**src/rtl/agg_pkg.sv**
```systemverilog
package agg_pkg;
  localparam logic [2:0] OP_SUM = 3'd0;
  localparam logic [2:0] OP_MIN = 3'd1;
  localparam logic [2:0] OP_MAX = 3'd2;
  localparam logic [2:0] OP_AND = 3'd3;
  localparam logic [2:0] OP_OR  = 3'd4;
  localparam logic [2:0] OP_XOR = 3'd5;

  localparam logic [2:0] RSP_OK    = 3'd0;
  localparam logic [2:0] RSP_DUP   = 3'd1;
  localparam logic [2:0] RSP_HDR   = 3'd2;
  localparam logic [2:0] RSP_FULL  = 3'd3;
  localparam logic [2:0] RSP_NOMEM = 3'd4;
  localparam logic [2:0] RSP_BADOP = 3'd5;

  typedef enum logic [1:0] {ENG_IDLE, ENG_FOLD, ENG_DRAIN} eng_state_e;
endpackage

```
**src/rtl/agg_lane_alu.sv**
```systemverilog
module agg_lane_alu #(
  parameter int W = 32
) (
  input  logic [2:0]   op,
  input  logic         sgn,
  input  logic [W-1:0] a,
  input  logic [W-1:0] b,
  output logic [W-1:0] y
);
  import agg_pkg::*;
  logic lt;

  always_comb begin
    lt = sgn ? ($signed(a) < $signed(b)) : (a < b);
    case (op)
      OP_SUM:  y = a + b;
      OP_MIN:  y = lt ? a : b;
      OP_MAX:  y = lt ? b : a;
      OP_AND:  y = a & b;
      OP_OR:   y = a | b;
      OP_XOR:  y = a ^ b;
      default: y = a;
    endcase
  end
endmodule

```
**src/rtl/agg_operand_ram.sv**
```systemverilog
module agg_operand_ram #(
  parameter int DEPTH = 16,
  parameter int WIDTH = 128,
  localparam int AW = $clog2(DEPTH)
) (
  input  logic             clk,
  input  logic             we,
  input  logic [AW-1:0]    waddr,
  input  logic [WIDTH-1:0] wdata,
  input  logic             re,
  input  logic [AW-1:0]    raddr,
  output logic [WIDTH-1:0] rdata
);
  logic [WIDTH-1:0] mem [DEPTH];

  always_ff @(posedge clk) begin
    if (we) mem[waddr] <= wdata;
    if (re) rdata <= mem[raddr];
  end
endmodule

```
**src/rtl/agg_slot_table.sv**
```systemverilog
module agg_slot_table #(
  parameter int NUM_CHILD = 4,
  parameter int NUM_SLOT  = 4,
  parameter int CNT_W     = 3,
  localparam int CH_W = $clog2(NUM_CHILD),
  localparam int ID_W = $clog2(NUM_SLOT)
) (
  input  logic                 clk,
  input  logic                 rst,
  input  logic [NUM_CHILD-1:0] cfg_child_mask,
  input  logic [ID_W:0]        cfg_max_out,
  input  logic                 req_valid,
  input  logic [CH_W-1:0]      req_child,
  input  logic [ID_W-1:0]      req_id,
  input  logic [2:0]           req_op,
  input  logic                 req_signed,
  input  logic [CNT_W-1:0]     req_count,
  output logic [2:0]           code,
  output logic                 accept,
  input  logic                 free_valid,
  input  logic [ID_W-1:0]      free_id,
  input  logic [ID_W-1:0]      sel_id,
  output logic [2:0]           sel_op,
  output logic                 sel_signed,
  output logic [CNT_W-1:0]     sel_count,
  output logic [NUM_SLOT-1:0]  ready,
  output logic [NUM_SLOT-1:0]  active
);
  import agg_pkg::*;

  logic [NUM_CHILD-1:0] mask_q [NUM_SLOT];
  logic [2:0]           hop_q  [NUM_SLOT];
  logic                 hsgn_q [NUM_SLOT];
  logic [CNT_W-1:0]     hcnt_q [NUM_SLOT];
  logic [ID_W:0]        n_open;
  logic                 hit;

  always_comb begin
    n_open = '0;
    for (int s = 0; s < NUM_SLOT; s++) n_open = n_open + (ID_W+1)'(active[s]);
  end

  generate
    for (genvar s = 0; s < NUM_SLOT; s++) begin : g_rdy
      assign ready[s] = active[s] && (mask_q[s] == cfg_child_mask);
    end
  endgenerate

  assign hit = active[req_id];

  always_comb begin
    if (req_op > OP_XOR)                          code = RSP_BADOP;
    else if (!cfg_child_mask[req_child])          code = RSP_NOMEM;
    else if (hit && mask_q[req_id][req_child])    code = RSP_DUP;
    else if (hit && (hop_q[req_id] != req_op || hsgn_q[req_id] != req_signed ||
                     hcnt_q[req_id] != req_count)) code = RSP_HDR;
    else if (!hit && n_open >= cfg_max_out)       code = RSP_FULL;
    else                                          code = RSP_OK;
    accept = req_valid && (code == RSP_OK);
  end

  assign sel_op     = hop_q[sel_id];
  assign sel_signed = hsgn_q[sel_id];
  assign sel_count  = hcnt_q[sel_id];

  always_ff @(posedge clk) begin
    if (rst) begin
      active <= '0;
      for (int s = 0; s < NUM_SLOT; s++) begin
        mask_q[s] <= '0;
        hop_q[s]  <= '0;
        hsgn_q[s] <= 1'b0;
        hcnt_q[s] <= '0;
      end
    end else begin
      if (free_valid) begin
        active[free_id] <= 1'b0;
        mask_q[free_id] <= '0;
      end
      if (accept) begin
        active[req_id] <= 1'b1;
        mask_q[req_id][req_child] <= 1'b1;
        if (!hit) begin
          hop_q[req_id]  <= req_op;
          hsgn_q[req_id] <= req_signed;
          hcnt_q[req_id] <= req_count;
        end
      end
    end
  end
endmodule

```
**src/rtl/agg_collector.sv**
```systemverilog
module agg_collector #(
  parameter int NUM_CHILD = 4,
  parameter int NUM_SLOT  = 4,
  parameter int LANES     = 4,
  parameter int ELEM_W    = 32,
  localparam int CH_W  = $clog2(NUM_CHILD),
  localparam int ID_W  = $clog2(NUM_SLOT),
  localparam int CNT_W = $clog2(LANES + 1),
  localparam int VEC_W = LANES * ELEM_W
) (
  input  logic                 clk,
  input  logic                 rst,
  input  logic [NUM_CHILD-1:0] cfg_child_mask,
  input  logic [ID_W:0]        cfg_max_out,
  input  logic                 cfg_is_root,
  input  logic                 req_valid,
  input  logic [CH_W-1:0]      req_child,
  input  logic [ID_W-1:0]      req_id,
  input  logic [2:0]           req_op,
  input  logic                 req_signed,
  input  logic [CNT_W-1:0]     req_count,
  input  logic [VEC_W-1:0]     req_data,
  output logic                 resp_valid,
  output logic [2:0]           resp_code,
  output logic                 up_valid,
  output logic                 dn_valid,
  output logic [ID_W-1:0]      out_id,
  output logic [CNT_W-1:0]     out_count,
  output logic [VEC_W-1:0]     out_data
);
  import agg_pkg::*;

  localparam int DEPTH = NUM_SLOT * NUM_CHILD;
  localparam int AW    = $clog2(DEPTH);

  eng_state_e          state;
  logic [ID_W-1:0]     eng_slot;
  logic [CH_W-1:0]     ci;
  logic                rd_vld, rd_use, acc_loaded;
  logic [VEC_W-1:0]    acc, acc_next, alu_y, rdata, masked;
  logic [2:0]          code, sel_op;
  logic                accept, sel_signed, free_valid, pick_any;
  logic [CNT_W-1:0]    sel_count;
  logic [NUM_SLOT-1:0] ready, slot_active;
  logic [ID_W-1:0]     pick_id;
  logic [AW-1:0]       waddr, raddr;

  agg_slot_table #(.NUM_CHILD(NUM_CHILD), .NUM_SLOT(NUM_SLOT), .CNT_W(CNT_W)) u_tab (
    .clk(clk), .rst(rst), .cfg_child_mask(cfg_child_mask), .cfg_max_out(cfg_max_out),
    .req_valid(req_valid), .req_child(req_child), .req_id(req_id), .req_op(req_op),
    .req_signed(req_signed), .req_count(req_count), .code(code), .accept(accept),
    .free_valid(free_valid), .free_id(eng_slot), .sel_id(eng_slot), .sel_op(sel_op),
    .sel_signed(sel_signed), .sel_count(sel_count), .ready(ready), .active(slot_active)
  );

  assign waddr = AW'(req_id) * AW'(NUM_CHILD) + AW'(req_child);
  assign raddr = AW'(eng_slot) * AW'(NUM_CHILD) + AW'(ci);

  agg_operand_ram #(.DEPTH(DEPTH), .WIDTH(VEC_W)) u_ram (
    .clk(clk), .we(accept), .waddr(waddr), .wdata(req_data),
    .re(state == ENG_FOLD), .raddr(raddr), .rdata(rdata)
  );

  generate
    for (genvar l = 0; l < LANES; l++) begin : g_lane
      agg_lane_alu #(.W(ELEM_W)) u_alu (
        .op(sel_op), .sgn(sel_signed),
        .a(acc[l*ELEM_W +: ELEM_W]), .b(rdata[l*ELEM_W +: ELEM_W]),
        .y(alu_y[l*ELEM_W +: ELEM_W])
      );
      assign masked[l*ELEM_W +: ELEM_W] =
        (CNT_W'(l) < sel_count) ? acc_next[l*ELEM_W +: ELEM_W] : '0;
    end
  endgenerate

  assign acc_next   = (rd_vld && rd_use) ? (acc_loaded ? alu_y : rdata) : acc;
  assign free_valid = (state == ENG_DRAIN);

  always_comb begin
    pick_any = 1'b0;
    pick_id  = '0;
    for (int s = NUM_SLOT - 1; s >= 0; s--) begin
      if (ready[s]) begin
        pick_any = 1'b1;
        pick_id  = ID_W'(s);
      end
    end
  end

  always_ff @(posedge clk) begin
    if (rst) begin
      state      <= ENG_IDLE;
      eng_slot   <= '0;
      ci         <= '0;
      rd_vld     <= 1'b0;
      rd_use     <= 1'b0;
      acc        <= '0;
      acc_loaded <= 1'b0;
      resp_valid <= 1'b0;
      resp_code  <= '0;
      up_valid   <= 1'b0;
      dn_valid   <= 1'b0;
      out_id     <= '0;
      out_count  <= '0;
      out_data   <= '0;
    end else begin
      resp_valid <= req_valid;
      resp_code  <= code;
      rd_vld     <= (state == ENG_FOLD);
      rd_use     <= cfg_child_mask[ci];
      acc        <= acc_next;
      if (rd_vld && rd_use) acc_loaded <= 1'b1;
      up_valid   <= 1'b0;
      dn_valid   <= 1'b0;
      case (state)
        ENG_IDLE: if (pick_any) begin
          state      <= ENG_FOLD;
          eng_slot   <= pick_id;
          ci         <= '0;
          acc_loaded <= 1'b0;
        end
        ENG_FOLD: begin
          ci <= ci + 1'b1;
          if (ci == CH_W'(NUM_CHILD - 1)) state <= ENG_DRAIN;
        end
        ENG_DRAIN: begin
          state     <= ENG_IDLE;
          up_valid  <= !cfg_is_root;
          dn_valid  <= cfg_is_root;
          out_id    <= eng_slot;
          out_count <= sel_count;
          out_data  <= masked;
        end
        default: state <= ENG_IDLE;
      endcase
    end
  end
endmodule

```
**config.mk**
```make
export PLATFORM = sky130hd
export DESIGN_NAME = agg_collector
export DESIGN_NICKNAME = d
export VERILOG_FILES = /design/src/rtl/agg_pkg.sv /design/src/rtl/agg_lane_alu.sv /design/src/rtl/agg_operand_ram.sv /design/src/rtl/agg_slot_table.sv /design/src/rtl/agg_collector.sv
export SDC_FILE = /design/constraint.sdc
export NUM_CORES = 2
export LEC_CHECK = 0
export CAP_MARGIN = 20
export CORE_UTILIZATION = 61
export CTS_BUF_LIST = sky130_fd_sc_hd__clkbuf_8 sky130_fd_sc_hd__clkbuf_16
export DETAILED_ROUTE_END_ITERATION = 8
export HOLD_SLACK_MARGIN = 0.08
export PLACE_DENSITY_LB_ADDON = 0.08
export SKIP_CTS_REPAIR_TIMING = 1
export SYNTH_ARGS = -nofsm -noshare
export SYNTH_HDL_FRONTEND = slang
export SYNTH_SLANG_ARGS = --single-unit
```
**constraint.sdc**
```tcl
create_clock -name clk -period 23.5 [get_ports clk]
set_input_delay 3.525 -clock clk [delete_from_list [all_inputs] [get_ports clk]]
set_output_delay 3.525 -clock clk [all_outputs]
set_load 0.005 [all_outputs]
```
# Word level (Yosys, flattened, before mapping)
# Memory sizes are Yosys's and may differ from the RTL's. A register that Yosys moved wholly into a read port is not among the register bits.
# Index checks and enable logic that the tools add are counted.
# W data, S select, Z words.
[totals] register_bits=280 ram_bits=2092 output_inout_bits=139 memories=5
[mem_list] name="u_ram.mem" depth=16 word_bits=128 rd=1 rd_ports_with_merged_regs=1 wr=1 line="agg_operand_ram.sv:14" text="logic [WIDTH-1:0] mem [DEPTH];"
[mem_list] name="u_tab.mask_q" depth=4 word_bits=4 rd=5 rd_ports_with_merged_regs=0 wr=4 line="agg_slot_table.sv:31" text="logic [NUM_CHILD-1:0] mask_q [NUM_SLOT];"
[mem_list] name="u_tab.hcnt_q" depth=4 word_bits=3 rd=2 rd_ports_with_merged_regs=1 wr=4 line="agg_slot_table.sv:34" text="logic [CNT_W-1:0] hcnt_q [NUM_SLOT];"
[mem_list] name="u_tab.hop_q" depth=4 word_bits=3 rd=2 rd_ports_with_merged_regs=1 wr=4 line="agg_slot_table.sv:32" text="logic [2:0] hop_q [NUM_SLOT];"
[mem_list] name="u_tab.hsgn_q" depth=4 word_bits=1 rd=2 rd_ports_with_merged_regs=1 wr=4 line="agg_slot_table.sv:33" text="logic hsgn_q [NUM_SLOT];"
[op_classes] addsub=10 order_cmp=21 n_eq_ne=17 n_mux=94 bitwise=16 reduce_logical=29
[ops] cell="$pmux W32 S6" n=4
[ops] cell="$mux W32" n=12
[ops] cell="$lt A32 B32 Y1" n=8
[ops] cell="$mux W128" n=2
[ops] cell="$add A32 B32 Y32" n=4
[ops] cell="$and A32 B32 Y32" n=4
[ops] cell="$or A32 B32 Y32" n=4
[ops] cell="$xor A32 B32 Y32" n=4
[ops] cell="$mux W2" n=19
[ops] cell="$mux W1" n=35
[ops] cell="$mux W4" n=7
[ops] cell="$mux W3" n=6
[ops] cell="$eq A4 B4 Y1" n=4
[ops] cell="$logic_and A1 B1 Y1" n=12
[ops] cell="$lt A2 B3 Y1 const B" n=4
[ops] cell="$add A4 B2 Y4" n=2
[ops] cell="$bmux W1 S2" n=4
[ops] cell="$pmux W2 S2" n=2
[ops] cell="$reduce_or A4 Y1" n=2
[ops] cell="$add A3 B1 Y3" n=2
[ops] cell="$demux W1 S2" n=3
[ops] cell="$eq A3 B2 Y1 const B" n=2
[ops] cell="$eq A3 B3 Y1 const B" n=2
[ops] cell="$ge A2 B1 Y1 const B" n=3
[ops] cell="other kinds (25)" n=36

# Depth between registers and ports, before layout
[depth] ltp_word=17 depth_mapped=16 ltp_nobuf=13

# Cells and area by module
# From an unflattened synthesis, not the netlist that was laid out.
[unflattened] hier_cells=7559 area_unflattened_um2=113822.9
[modules_own_cells] mod="agg_operand_ram" n_inst=1 cells_per_inst=3365 area_per_inst_um2=80612.3 seq_area_each_um2=65342.7
[modules_own_cells] mod="agg_collector" n_inst=1 cells_per_inst=919 area_per_inst_um2=10697.8 seq_area_each_um2=5525.3
[modules_own_cells] mod="agg_lane_alu at g_lane[1].u_alu ..." n_inst=2 cells_per_inst=757 area_per_inst_um2=4907.2 seq_area_each_um2=0.0
[modules_own_cells] mod="agg_lane_alu at g_lane[0].u_alu" n_inst=1 cells_per_inst=770 area_per_inst_um2=4964.8 seq_area_each_um2=0.0
[modules_own_cells] mod="agg_lane_alu at g_lane[3].u_alu" n_inst=1 cells_per_inst=709 area_per_inst_um2=4757.1 seq_area_each_um2=0.0
[modules_own_cells] mod="agg_slot_table" n_inst=1 cells_per_inst=282 area_per_inst_um2=2976.6 seq_area_each_um2=1241.2

# Worst setup path before layout
# Ideal clock, no wire load.
[synth_timing] path_type="input port to flip-flop" start="in req_id[0]" end="mem u_ram.mem[12][0] (enable)" setup_ns=0.773 t_arrival_ns=14.536 t_required_ns=22.727 setup_slack_ns=8.191 path_stages=9 path_buffers=2 cell_sequence="clkbuf_1 -> buf_2 -> mux4_2 -> xor2_1 -> nor4_1 -> nand3_1 -> a211oi_1 -> nand3_1 -> nor3_1"
[synth_via] elab_chain_len=13 elab_cells_between_ends=27 classes_between="add/sub (1); eq/ne (3); mux (11); reduce/logical (8); memory (4)"
[synth_rtl] element="start, declared" line="agg_collector.sv:18" text="input logic [ID_W-1:0] req_id,"
[synth_rtl] element="$mem_v2 Z4 W3 (tied with other cells)"
[synth_rtl] element="$ne A3 B3 Y1 (tied with other cells)" line="agg_slot_table.sv:55" text="else if (hit && (hop_q[req_id] != req_op || hsgn_q[req_id] != req_signed ||"
[synth_rtl] element="$logic_or A1 B1 Y1 / $logic_not A1 Y1 (equally long branches)" line="agg_slot_table.sv:55, agg_slot_table.sv:57"
[synth_rtl] element="$logic_or A1 B1 Y1 / $logic_and A1 B1 Y1 (equally long branches)" line="agg_slot_table.sv:55, agg_slot_table.sv:57"
[synth_rtl] element="$logic_and A1 B1 Y1 / $mux W2 (equally long branches)" line="agg_slot_table.sv:55, agg_slot_table.sv:57"
[synth_rtl] element="$mux W3" line="agg_slot_table.sv:55"
[synth_rtl] element="$mux W3" line="agg_slot_table.sv:54" text="else if (hit && mask_q[req_id][req_child]) code = RSP_DUP;"
[synth_rtl] element="$mux W3" line="agg_slot_table.sv:53" text="else if (!cfg_child_mask[req_child]) code = RSP_NOMEM;"
[synth_rtl] element="$mux W3" line="agg_slot_table.sv:52" text="if (req_op > OP_XOR) code = RSP_BADOP;"
[synth_rtl] element="$logic_not A3 Y1" line="agg_slot_table.sv:59" text="accept = req_valid && (code == RSP_OK);"
[synth_rtl] element="$logic_and A1 B1 Y1" line="agg_slot_table.sv:59"
[synth_rtl] element="$mux W1" line="agg_operand_ram.sv:17" text="if (we) mem[waddr] <= wdata;"
[synth_rtl] element="$mux W1 (implied by the code)" line="agg_operand_ram.sv:17"
[synth_rtl] element="end, declared" line="agg_operand_ram.sv:14"
# Several ways; a longest one is shown, not always the timed one. The select of a mux whose other input is x is not followed.

# Worst setup path in the final report
[layout_timing] start="in req_id[0]" end="mem u_ram.mem[5][61] (enable)"
# Same word-level chain as after synthesis.

==> metrics.log <==
INFO  metric clock.fmax = 120 MHz
INFO  metric synthMostInstantiatedCell = edfxtp_1
INFO  metric report.power.total = 8950 uW
INFO  metric cts.path.max_buffers = 3
INFO  metric worst_slew_pin_tran = 1.15 ns
INFO  metric end_kind = flop
INFO  metric synth.yosys.warnings = 0
INFO  metric timing.final.crit_share = 35.5%
INFO  metric yosys-top-cells-area = edfxtp_1 60%, mux4_2 13%, dfxtp_1 5.4%, ha_1 4.4%, o21ai_0 1.8%
INFO  metric portion_of_the_post_synthesis_area_used_by_sequential_elements = 65.0%
INFO  metric clkTransAtPathRegs = 0.06 ns
INFO  metric post_dp_cell_area = 116000 sq um
INFO  metric crit_cells = 10
INFO  metric unrepaired_setup_endpoints_after_global_routing = no
INFO  metric netlist-cell-type-count = 90
INFO  metric gp_congestion = 0.945
INFO  metric max_cap_violations = 0
INFO  metric report.final.slew_viol_count = 0
INFO  metric layout_min_cycle_time = 8.33 ns
INFO  metric dp_worst_setup_slack = 14.28 ns
INFO  metric leakage = 0.0410 uW
INFO  metric postSynthRegisterBits = 2502
INFO  metric final_hold_viol_count = 0
INFO  metric tritoncts.num_buffers = 238
INFO  metric rows = 156
INFO  metric grt_pass1_wl = 450000 um
INFO  metric remaining_drcs = 0
INFO  metric reg2reg_depth = 12
INFO  metric io_pins = 289
INFO  metric grt_antenna_before_repair = 20
INFO  metric cp_top_family = buffers and inverters
INFO  metric floorplan.initialDensity = 61.4%
INFO  metric design.die.area = 184000 sq um
INFO  metric netlist_top_cells_count = 2204 x edfxtp_1, 659 x mux4_2, 408 x o21ai_0
INFO  metric num-nets-final = 7748
INFO  metric tritoncts = done
INFO  metric max-slew-margin-rel = 23.1%
INFO  metric worstPathMaxFanout = 53
INFO  metric crit_top_cell = buf_4
INFO  metric synth_largest_area_cell = edfxtp_1
INFO  metric grt_max_degree = 150
INFO  metric ant_nets = 0
INFO  metric cpPeakStageDelay = 1.10 ns
INFO  metric vias_cell = 6.91
INFO  metric mappedNetlistArea = 111000 sq um
INFO  metric filler_cell_count = 11824
INFO  metric number_of_port_buffers = 288
INFO  metric crit_slowest_cell = clkdlybuf4s50_1
INFO  metric crit_path_start_kind = primary input
INFO  metric timing.final.setup_violations = 0
INFO  metric share_of_layout_cells_above_drive_strength_1 = 16.5%
INFO  metric avgSynthCellArea = 15.8 sq um
INFO  metric flow.area_growth_from_synthesis = 11.9%
INFO  metric cp_data_required_time = 23.98 ns
INFO  metric via_count = 67733
INFO  metric die_h = 429 um
INFO  metric critical_path_buffers_and_inverters = 3
INFO  metric dpl.cell_count = 9329
INFO  metric grt-ovfl-total = 0
INFO  metric clock_latency_reported_for_the_late_side_of_the_worst_skew_pair = 0.88 ns
INFO  metric die_boundary_width = 429 um
INFO  metric core-area = 181000 sq um
INFO  metric final-instance-count-excl-fill = 9801
INFO  metric synth_edf_count = 2204
INFO  metric timing.critical_path.cells = clkdlybuf4s50_1, mux4_2, xor2_1, nor4_1, nand3_1, a211oi_1, nand2_1, nor2_4, buf_4, buf_4
INFO  metric timing.setup.critical_path_class = in -> reg
INFO  metric drt_pre_antenna_iters = 6
INFO  metric power_density = 72.0 nW/um^2
INFO  metric mappedNetlistNets = 7568
INFO  metric dpl.hpwl = 180000 um
INFO  metric ir_worst_vdd = 0.0702 mV
INFO  metric cts-htree-levels = 4
INFO  metric ys_async_sr_fraction = 0%
INFO  metric synthFlopType = edfxtp_1
INFO  metric drtIter0Drc = 9273
INFO  metric final_cell_area = 124000 sq um
INFO  metric detail_route.wirelength = 310000 um
INFO  metric fin_tns_setup = 0 ns
INFO  metric cts.sinks = 2502
INFO  metric postSynthCellCount = 7023
INFO  metric worst-endpoint-arrival = 8.81 ns
INFO  metric yosysTopAreaCellShare = 59.6%
INFO  metric hold_path_depth = 2
INFO  metric grt_util_all_layers = 33.6%
INFO  metric hold_path.class = reg -> reg
INFO  metric route.detailed.wl_per_inst = 31.6 um
INFO  metric ctsRootBufferMaster = clkbuf_16
INFO  metric timing.clock.skew = 0.0377 ns
INFO  metric status = completed
INFO  metric final.setup.worst_slack = 15.17 ns
INFO  metric first_global_vias = 65529
sequential cells by signal, summed over array words and instances, names as in the netlist, 2 cells and up, named ones only:
name / count
u_tab.hcnt_q: 12
acc: 128
out_id: 2
out_count: 3
u_ram.mem: 2048
resp_code: 3
out_data: 128
u_tab.hop_q: 12
u_tab.hsgn_q: 4
u_tab.active: 4
state: 2
ci: 2
u_tab.mask_q: 16
u_ram.rdata: 128
eng_slot: 2
logic make-up after synthesis:
| logic type | count (synthesis) | share of synthesized area, % |
|---|---|---|
| buffers and inverters | 788 | 2.76 |
| XOR/XNOR | 101 | 0.813 |
| adder cells (fa/ha/maj) | 395 | 4.48 |
| flip-flops | 2502 | 65.0 |
| AND/OR/NAND/NOR | 978 | 4.03 |
| AO/OA/AOI/OAI | 1572 | 9.32 |
| multiplexers | 687 | 13.6 |
through the flow:
| stage | hold slack, ns | utilization [%] |
|---|---|---|
| floorplan | 0.439 | - |
| global placement | 0.439 | 64.4 |
| detailed placement | 0.443 | 64.4 |
| CTS | 0.455 | 68.7 |
| global route | 0.484 | 68.8 |
| finish | 0.452 | 68.8 |
path summary, 6_finish.rpt:
check / from / endpoint / slack, ns
max: req_id[0] / u_ram.mem[5][61] / 15.17
min: out_data[0] / out_data[0] / 0.45
max reg2reg: flop / out_data[55] / 17.97
min reg2reg: out_data[0] / out_data[0] / 0.45
cell usage in the layout (no fill, tap or decap), types with 30 or more instances in the layout:
master           Yosys  layout
nor2_1             275     254
a21o_1              67      67
a221oi_1           100     100
and2_1              31      30
o221ai_1            44      43
a211oi_1            61      61
clkdlybuf4s50_1      0     287
nand3_1             69      69
dfxtp_1            298     294
nor3_1              74      69
xnor2_1             58      58
buf_4                5      83
o22ai_1             66      66
clkbuf_16            0     246
and3_1              40      40
a31oi_1             30      30
o211ai_1            39      39
o31ai_1             57      57
o21ai_0            408     407
a22oi_1             82      82
mux4_2             659     659
inv_1              330     384
edfxtp_1          2204    2204
clkinv_1             1      48
a22o_1              49      49
ha_1               390     390
a21oi_1            367     366
xor2_1              42      42
clkinv_2             0      41
a221o_1             44      44
nand2_1            340     335
metal layers:
layer	track usage (%)	vias up	part of all wire, %
li1	-	28320	-
met1	48.9	34918	40
met2	50.6	3880	46
met3	6.30	603	9.8
met4	13.4	12	4.1
met5	0	-	0.022
worst min-delay path, cell delays in order (launching register included):
cell     delay (ns)
dfxtp_1        0.32
nand2_1        0.05
o31ai_1        0.05
power by group:
part / internal, uW / leakage [uW] / total (uW) / switching [uW]
Sequential: 4860 / 0.0223 / 4870 / 13.0
Clock: 2110 / 0.00400 / 3770 / 1670
Combinational: 92.6 / 0.0148 / 310 / 218
Total: 7050 / 0.0410 / 8950 / 1900
final cells by class:
cell class	instances	area, sq um	area share, %
clock buffer	257	6310	5.07
inverter	331	1250	1.01
multi-input combinational	3733	36100	29.1
clock inverter	196	1450	1.16
antenna	15	37.5	0.0302
sequential	2502	72200	58.0
tap	2370	2970	2.38
timing repair buffer	397	4020	3.23
(Power assumes the default switching activity.)
